File: src/rtl/irqc_pkg.sv
package irqc_pkg;
  localparam int HALVES = 2;

  localparam logic [2:0] IDX_MASTER  = 3'd0;
  localparam logic [2:0] IDX_EN_LO   = 3'd2;
  localparam logic [2:0] IDX_EN_HI   = 3'd3;
  localparam logic [2:0] IDX_FLAG_LO = 3'd4;
  localparam logic [2:0] IDX_FLAG_HI = 3'd5;

  typedef struct packed {
    logic              masterWr;
    logic              masterVal;
    logic [HALVES-1:0] enWr;
    logic [HALVES-1:0] flagClr;
  } strobe_t;
endpackage

File: src/rtl/irqc_ctrl.sv
module irqc_ctrl
  import irqc_pkg::*;
#(
  parameter int HALF_W = 16
) (
  input  logic                           wrEn,
  input  logic                           wrWide,
  input  logic [2:0]                     wrAddr,
  input  logic [HALVES*HALF_W-1:0]       wrData,
  output strobe_t                        strobe,
  output logic [HALVES-1:0][HALF_W-1:0]  halfData
);
  logic [2:0] baseIdx;

  always_comb begin
    baseIdx     = wrWide ? {wrAddr[2:1], 1'b0} : wrAddr;
    halfData[0] = wrData[HALF_W-1:0];
    halfData[1] = wrWide ? wrData[2*HALF_W-1:HALF_W] : wrData[HALF_W-1:0];
    strobe      = '0;
    if (wrEn) begin
      case (baseIdx)
        IDX_MASTER: begin
          strobe.masterWr  = 1'b1;
          strobe.masterVal = wrData[0];
        end
        IDX_EN_LO: begin
          strobe.enWr[0] = 1'b1;
          strobe.enWr[1] = wrWide;
        end
        IDX_EN_HI:   strobe.enWr[1] = 1'b1;
        IDX_FLAG_LO: begin
          strobe.flagClr[0] = 1'b1;
          strobe.flagClr[1] = wrWide;
        end
        IDX_FLAG_HI: strobe.flagClr[1] = 1'b1;
        default: ;
      endcase
    end
  end
endmodule

File: src/rtl/irqc_datapath.sv
module irqc_datapath
  import irqc_pkg::*;
#(
  parameter int HALF_W = 16,
  localparam int SRC_W = HALVES * HALF_W
) (
  input  logic                          clk,
  input  logic                          rst_n,
  input  logic [SRC_W-1:0]              srcPulse,
  input  strobe_t                       strobe,
  input  logic [HALVES-1:0][HALF_W-1:0] halfData,
  input  logic [2:0]                    rdAddr,
  output logic [HALF_W-1:0]             rdData,
  output logic                          irqReq,
  output logic                          cpuWake,
  output logic [SRC_W-1:0]              flagVec,
  output logic [SRC_W-1:0]              enVec,
  output logic                          masterQ
);
  logic [HALVES-1:0][HALF_W-1:0] enQ;
  logic [HALVES-1:0][HALF_W-1:0] flagQ;
  logic                          wakeQ;

  for (genvar h = 0; h < HALVES; h++) begin : g_half
    logic [HALF_W-1:0] clrMask;
    assign clrMask = strobe.flagClr[h] ? halfData[h] : '0;

    always_ff @(posedge clk) begin
      if (!rst_n) begin
        enQ[h]   <= '0;
        flagQ[h] <= '0;
      end else begin
        if (strobe.enWr[h]) enQ[h] <= halfData[h];
        // a source pulse wins over a clear of the same bit
        flagQ[h] <= (flagQ[h] & ~clrMask) | srcPulse[h*HALF_W +: HALF_W];
      end
    end
  end

  always_ff @(posedge clk) begin
    if (!rst_n) begin
      masterQ <= 1'b0;
      wakeQ   <= 1'b0;
    end else begin
      if (strobe.masterWr) masterQ <= strobe.masterVal;
      wakeQ <= |srcPulse;
    end
  end

  assign enVec   = enQ;
  assign flagVec = flagQ;
  assign irqReq  = masterQ && ((enVec & flagVec) != '0);
  assign cpuWake = wakeQ;

  always_comb begin
    case (rdAddr)
      IDX_MASTER:  rdData = {{(HALF_W-1){1'b0}}, masterQ};
      IDX_EN_LO:   rdData = enQ[0];
      IDX_EN_HI:   rdData = enQ[1];
      IDX_FLAG_LO: rdData = flagQ[0];
      IDX_FLAG_HI: rdData = flagQ[1];
      default:     rdData = '0;
    endcase
  end
endmodule

File: src/rtl/irq_mask_ctrl.sv
module irq_mask_ctrl
  import irqc_pkg::*;
#(
  parameter int HALF_W = 16,
  localparam int SRC_W = HALVES * HALF_W
) (
  input  logic              clk,
  input  logic              rst_n,
  input  logic [SRC_W-1:0]  srcPulse,
  input  logic              wrEn,
  input  logic              wrWide,
  input  logic [2:0]        wrAddr,
  input  logic [SRC_W-1:0]  wrData,
  input  logic [2:0]        rdAddr,
  output logic [HALF_W-1:0] rdData,
  output logic              irqReq,
  output logic              cpuWake
);
  strobe_t                       strobe;
  logic [HALVES-1:0][HALF_W-1:0] halfData;
  logic [SRC_W-1:0]              flagVec;
  logic [SRC_W-1:0]              enVec;
  logic                          masterQ;

  irqc_ctrl #(.HALF_W(HALF_W)) u_ctrl (
    .wrEn(wrEn), .wrWide(wrWide), .wrAddr(wrAddr), .wrData(wrData),
    .strobe(strobe), .halfData(halfData)
  );

  irqc_datapath #(.HALF_W(HALF_W)) u_dp (
    .clk(clk), .rst_n(rst_n), .srcPulse(srcPulse), .strobe(strobe),
    .halfData(halfData), .rdAddr(rdAddr), .rdData(rdData),
    .irqReq(irqReq), .cpuWake(cpuWake),
    .flagVec(flagVec), .enVec(enVec), .masterQ(masterQ)
  );
endmodule

File: config.mk
export PLATFORM = sky130hd
export DESIGN_NAME = irq_mask_ctrl
export DESIGN_NICKNAME = d
export VERILOG_FILES = /design/src/rtl/irqc_pkg.sv /design/src/rtl/irqc_ctrl.sv /design/src/rtl/irqc_datapath.sv /design/src/rtl/irq_mask_ctrl.sv
export SDC_FILE = /design/constraint.sdc
export NUM_CORES = 1
export LEC_CHECK = 0
export ABC_CLOCK_PERIOD_IN_PS = 1000
export BUFFER_PORTS_ARGS = -buffer_cell sky130_fd_sc_hd__buf_2
export CAP_MARGIN = 20
export CORE_MARGIN = 2
export CORE_UTILIZATION = 48
export CTS_CLUSTER_SIZE = 16
export DETAILED_ROUTE_END_ITERATION = 7
export GPL_TIMING_DRIVEN = 0
export PLACE_DENSITY = 0.77
export SKIP_CTS_REPAIR_TIMING = 1
export SLEW_MARGIN = 15
export SYNTH_ARGS = -nofsm -noshare
export SYNTH_HDL_FRONTEND = slang
export SYNTH_SLANG_ARGS = --single-unit
File: constraint.sdc
create_clock -name clk -period 1 [get_ports clk]
set_input_delay 0.1 -clock clk [delete_from_list [all_inputs] [get_ports clk]]
set_output_delay 0.1 -clock clk [all_outputs]
set_load 0.02 [all_outputs]
==> summary by stage, run 1 <==
Global routing
The via count of the first global-routing pass is 3437. The remaining global-route overflow is 0. The total global routing track utilization is 0.308. The number of antenna violations at the first check in global routing is 0. The first global-routing pass estimated 18.0 mm of wire. Entering global routing, the biggest net connects 12 pins.

Placement
The instance area at placement is 0.00415 mm². Detailed placement finished with a half-perimeter wire length of 9.09 mm. The weighted congestion reported at the end of routability-driven placement is 0.975.

The count of buffers inserted at the top-level ports is 89. The worst slack at placement is -461 ps. The instance count after placement with tap cells included is 580.

STA
The worst hold-check slack is -15.1 ps. The count of final setup violators is 17. The total count of max-transition violations in the final report is 0. The actual transition at the worst max-transition pin is 690 ps.

The clock period minus final worst setup slack is 1780 ps. The worst setup skew after layout is 0 ps. The worst relative slew slack is 0.540. The highest achievable clock rate is 0.563 GHz. Dividing the final minimum period by the clock period gives 1.78. The number of hold violations in the final report is 10. Setup repair after global routing could not meet its margin everywhere. After layout, the worst setup slack is -778 ps. Setup total negative slack on the finished layout was measured at -4610 ps.

Synth
The fraction of registers with async set or reset after synthesis is 0. The portion of the post-synthesis area used by sequential elements is 0.379. When the netlist entered floorplanning its net count stood at 466. The number of cells produced by synthesis is 392. The synthesized netlist occupies a cell area of 0.00348 mm².

The number of flip-flops and latches in the synthesized netlist is 66. Counting distinct cell types in the post-synthesis netlist gives 33. During synthesis, Yosys emitted a total of 0 warnings. The synthesized area divided by synthesized cell count is 8.89 µm². The number of flops mapped to enable cells by yosys is 0. The most used flip-flop cell after synthesis is dfxtp_1.

Routing
In the routed design, unresolved DRC markers number 0. For this block, the routed nets add up to 12.4 mm of wire. The total via count after detailed routing is 3779. The post-detailed-route wirelength per cell is 20.4 µm. The post-detailed-route via-to-cell ratio is 6.24.

The number of nets with antenna violations after routing is 0. The first routing iteration left 429 violations. Before antenna repair, the detailed router went through 5 iterations.

Critical path
By startpoint and endpoint, the worst setup path is classified as reg -> out. The worst setup path is captured at an output pin. Along the worst path, the maximum fanout reaches 3. Data on the critical path arrives at its endpoint at 1680 ps. STA puts the critical path data required time at 900 ps. STA classifies the critical path startpoint as a flip-flop.

Clock network
The clock sink count is 66. The clock tree synthesis step divided the H-tree into 3 levels. The clock tree root driver cell is clkbuf_8.

Counting along the longest clock path gives a buffer depth of 2. The number of buffers created by CTS is 9. For the worst-skew pair, the clock arrives at the later sink with an insertion delay of 340 ps.

TritonCTS built the clock tree. The clock-pin slew reported for the worst setup and hold paths after clock tree synthesis is 80 ps.

Finish
Of the cells placed in the final design, the portion with a size suffix greater than 1 is 0.454. The number of antenna diodes in the final layout is 0. The synthesis-to-finish area growth is 35.1%. Once layout is complete, the cells apart from fillers number 606.

The post-route core utilization is 0.660. Once layout is done, the placed cells without fillers occupy 0.00471 mm². The number of nets at the end of the flow is 576.

Power and ir drop
The cell leakage power is 1.94 nW. Across the VDD grid, the largest voltage drop is 0.691 mV. The total power divided by cell area is 1380 mW/mm².

Overall power consumption after layout is estimated at 6.48 mW.

Floorplanning
For this configuration, the core starts out at a cell density of 0.488. The row count is 31. The standard cell core area is 0.00714 mm². The die covers 0.00796 mm².

The die is 89.2 µm wide. Measured along the y axis, the die boundary spans 89.2 µm. 92 I/O pins were placed.

Run status
The run finished, with violations left. The checks that failed: hold timing, setup timing.

Worst hold path
The path class of the tightest hold or removal check is in -> reg.

Flow run
The tool flagged a number of max-cap violations equal to 0.
## final cells by class
cell class,count,area [µm²]
clock inverter,4,51.3
inverter,36,135
clock buffer,12,145
tap,99,124
multi-input combinational,256,1970
sequential,66,1420
buffer,33,236
timing repair buffer,100,624
fill,616,2430
## report_power, final
part	switching, mW	internal [mW]	leakage [nW]
clock	1.06	1.22	0.0966
combinational	0.676	0.553	1.28
sequential	0.175	2.79	0.566
## cell usage after synthesis, types with 2 or more instances
cell | instances | area [µm²]
o31ai_1 | 16 | 120
buf_6 | 10 | 113
mux2i_1 | 47 | 470
clkbuf_1 | 7 | 26.3
nand2b_1 | 2 | 12.5
and3b_1 | 2 | 17.5
o21ai_0 | 16 | 80.1
o21a_1 | 18 | 135
a31oi_1 | 16 | 100
nor4_1 | 8 | 50.1
o22ai_1 | 16 | 100
a21oi_1 | 49 | 245
a211oi_1 | 14 | 105
a211oi_2 | 2 | 25.0
nand3b_1 | 2 | 15.0
dfxtp_1 | 66 | 1320
inv_1 | 36 | 135
buf_2 | 14 | 70.1
nand3_1 | 17 | 85.1
a22oi_1 | 16 | 120
nand4_1 | 6 | 37.5
## cells in the final DEF, fill, tap and decap left out, drive strengths merged, types with 2 or more instances in the layout
cell	instances
and3b	2
o22ai	16
a22oi	16
inv	36
clkinv	2
nor4	8
dlygate4sd3	6
a31oi	16
buf	120
o31ai	16
a211oi	16
o21a	18
mux2i	47
nand2b	3
clkbuf	19
o21ai	16
nor2	2
nand3b	2
dfxtp	66
nand4	6
a21oi	49
nand3	17
## flip-flops by register name (all words and copies together) (netlist names)
signal / cells
u_dp.cpuWake: 1
u_dp.enVec: 32
u_dp.flagVec: 32
u_dp.masterQ: 1
## worst paths after layout
path,slack (ps),startpoint,to,depth (start not counted)
hold reg to reg,490,u_dp.flagVec[24],u_dp.flagVec[24],2
hold / removal,-20,srcPulse[19],u_dp.flagVec[19],3
setup / recovery,-780,u_dp.enVec[25],irqReq,4
setup reg to reg,200,u_dp.masterQ,u_dp.masterQ,2
## worst max-delay path, stage by stage (launching register included)
cell and delay, ps:
dfxtp_1 350, a22oi_2 250, nand4_1 150, o41a_1 430
buf_6 150
## cell families after synthesis
kind of cell    synth area share
flops                      0.379
buf+inv                    0.103
compound gates             0.304
simple gates              0.0779
mux                        0.135
## per-layer routing
layer	vias to the layer above	GRT usage	wire length, µm
li1	1698	-	-
met3	52	0.0656	1340
met4	0	0.159	523
met5	-	0	0
met2	266	0.459	5610
met1	1763	0.419	4920
Note: power is estimated with default switching activity, not from simulation.
==> run 2, diff against run 1 <==
--- a/config.mk
+++ b/config.mk
@@ -9,11 +9,11 @@
 export BUFFER_PORTS_ARGS = -buffer_cell sky130_fd_sc_hd__buf_2
 export CAP_MARGIN = 20
 export CORE_MARGIN = 2
-export CORE_UTILIZATION = 48
+export CORE_UTILIZATION = 44
 export CTS_CLUSTER_SIZE = 16
 export DETAILED_ROUTE_END_ITERATION = 7
 export GPL_TIMING_DRIVEN = 0
-export PLACE_DENSITY = 0.77
+export PLACE_DENSITY = 0.71
 export SKIP_CTS_REPAIR_TIMING = 1
 export SLEW_MARGIN = 15
 export SYNTH_ARGS = -nofsm -noshare
==> summary by stage, run 2 (synthesized netlist as in run 1, its figures left out) <==
Global routing
The wire length of the first global-routing pass is 19.5 mm. The via count of the first global-routing pass is 3598. The remaining global-route overflow is 0. For this run, the total global-route usage over all layers was measured as 0.297. The number of antenna violations at the first check in global routing is 0. Entering global routing, the biggest net connects 14 pins.

STA
Of the available clock period, the critical path in the final layout requires 1.81. The clock period minus final worst setup slack is 1810 ps. The worst-case setup margin in the final layout is -811 ps. The highest achievable clock rate is 0.552 GHz.

Setup violations remaining at the end of the flow were counted as 18. The total count of max-transition violations in the final report is 0. The worst relative slew slack is 0.540. For the pin with the worst max-slew slack, the measured transition is 690 ps. The clock arrives with 0 ps of skew. Setup repair after global routing could not meet its margin everywhere. The worst hold-check slack is -25.1 ps.

Adding up every negative setup slack in the final design gives -4930 ps. The number of hold violations in the final report is 5.

Clock network
The number of buffers created by CTS is 9. The tree built by TritonCTS fans out to 66 sinks. The clock reaches the later pin of the worst-skew pair after 350 ps. The number of H-tree levels is 3. The clock tree root driver cell is clkbuf_8. The clock tree buffer depth is 2. The clock-pin slew reported for the worst setup and hold paths after clock tree synthesis is 90 ps. The CTS tree is yes.

Floorplanning
The floorplan has 32 rows. Measured along the x axis, the die boundary spans 93.0 µm. 92 I/O pins were placed. The standard cell core area is 0.00769 mm².

The initial utilization of the core area, before any placement, comes to 0.453. The floorplan step defined a die boundary enclosing 0.00865 mm². The die height is 93.0 µm.

Run status
The checks that failed: hold timing, setup timing. The flow ran to the end, but the final reports show violations.

Flow run
The max-capacitance violation count is 0.

Finish
The leading cell type in the layout, fill and taps excluded is buf_2. For this run, the share of the core covered by cells in the final layout is 0.634. The summed area of non-filler cells in the final layout is 0.00487 mm². The top cell types in the final layout, fill and taps aside, are buf_2, a21oi_1, mux2i_1, inv_1, dfxtp_2.

In the final layout, flip-flops and latches occupy 0.00139 mm². The final layout contains 593 nets. Leaving out filler cells and counting taps, the final layout contains 626. The share of cells above drive strength 1 is 0.408.

Summing all multi-input logic gate instances after layout gives 0.00197 mm². The number of antenna diodes in the final layout is 0. Compared with the post-synthesis result, the final layout area differs by 39.8%. The number of fill cells is 689.

Placement
Routability-driven placement finished with a final weighted congestion of 0.970. Input and output buffers added on the ports amount to 89. The worst slack at placement is -476 ps. The instance area at placement is 0.00415 mm². The number of placed instances, taps included, is 583. The wire-length estimate of the detail-placed layout is 9.51 mm.

Power and ir drop
The net switching power figure is 2.03 mW. Dividing total power by cell area gives a power density of 1400 mW/mm². The internal power contribution is 4.81 mW. The post-layout total power is 6.84 mW.

Of the total power, registers draw 0.433. Of the total power, the share spent switching nets is 0.297. The share of total power dissipated in combinational logic is 0.189. Across the VDD grid, the largest voltage drop is 0.811 mV. The cell leakage power is 2.01 nW. The share of total power dissipated in the clock network is 0.378.

Routing
The post-detailed-route wirelength per cell is 20.8 µm. The first detailed-routing pass took 6 iterations. Once detail routing completed, the nets flagged for antenna violations numbered 0. The total via count after detailed routing is 3784. In this run, the number of DRC markers left after iteration 0 of detailed routing was 387.

The DRC violation count after routing is 0. The wire length reported by the detailed router is 13.0 mm. The post-detailed-route via-to-cell ratio is 6.04.

Critical path
The worst setup path is captured at an output pin. The largest single stage delay on the critical path is 430 ps. Across all register-to-register paths, the minimum setup slack is 160 ps. In this run the worst setup path terminates at irqReq. The endpoint identified for the worst register-to-register timing path is u_dp.flagVec[5]. Traced cell by cell, the critical path runs through a22oi_1 -> nand4_1 -> o41a_1 -> buf_2. The critical path is of the reg -> out type. The critical path starts at u_dp.enVec[25]. Measured in cells, the most critical reg-to-reg path has a length of 3. The slowest stage of the critical path belongs to the cell o41a_1. For the worst setup path, the data arrival time is 1710 ps. The top fanout value on the critical path is 3. The worst path required time is 900 ps. The type of element launching the critical path is a flip-flop. In this run the critical register-to-register path is launched from u_dp.flagVec[5].

Worst hold path
The path class of the tightest hold or removal check is in -> reg. The worst hold path begins at srcPulse[4].
## run 2: cell types whose count changed in the layout (fill, tap and decap cells not counted), moves of 2 or more
cell,change
mux2i_4,+2
dfxtp_1,+16
a22oi_2,-5
inv_6,+2
dfxtp_4,-4
clkbuf_1,-2
mux2i_1,-2
dfxtp_2,-12
dlygate4sd3_1,+16
a22oi_1,+5
## run 2: critical path: cells and delay by family, from the launching register on
family | cells | cell delay, ps
AO/OA/AOI/OAI | 2 | 660
AND/OR/NAND/NOR | 1 | 150
buffers and inverters | 1 | 180
flip-flops | 1 | 360
## run 2: layer usage
metal,vias up,wire length (µm),part of all wire,track usage
met2,226,6060,0.46,0.470
met3,49,1320,0.10,0.0637
li1,1727,-,-,-
met4,0,476,0.037,0.123
met5,-,0,0,0
met1,1782,5180,0.40,0.393
## run 2: how the worst min path moves through the flow
stage / end / slack [ps] / cells past startpoint
2_1_floorplan: u_dp.flagVec[0] / 220 / 1
3_3_place_gp: u_dp.flagVec[0] / 320 / 2
3_5_place_dp: u_dp.flagVec[0] / 330 / 2
4_1_cts: u_dp.flagVec[8] / -40 / 2
5_1_grt: u_dp.flagVec[4] / -20 / 2
6_report: u_dp.flagVec[4] / -30 / 2
## run 2: layout make-up
| class | count | share of cell area |
|---|---|---|
| plain buffers | 33 | 0.0490 |
| clock buffers | 9 | 0.0254 |
| clock inverters | 7 | 0.0208 |
| inverters | 36 | 0.0277 |
| multi-input cells | 256 | 0.405 |
| flip-flops and latches | 66 | 0.285 |
| well taps | 102 | 0.0262 |
| repair buffers | 117 | 0.161 |
## run 2: power by group through the flow
| stage | clock, mW | sequential (mW) | combinational [mW] |
|---|---|---|---|
| 6_report | 2.59 | 2.96 | 1.29 |
| 5_1_grt | 2.72 | 2.97 | 1.38 |
| 4_1_cts | 2.60 | 2.92 | 1.12 |
| 3_5_place_dp | 0 | 2.98 | 1.12 |
| 3_3_place_gp | 0 | 2.98 | 1.09 |
| 2_1_floorplan | 0 | 2.92 | 0.704 |
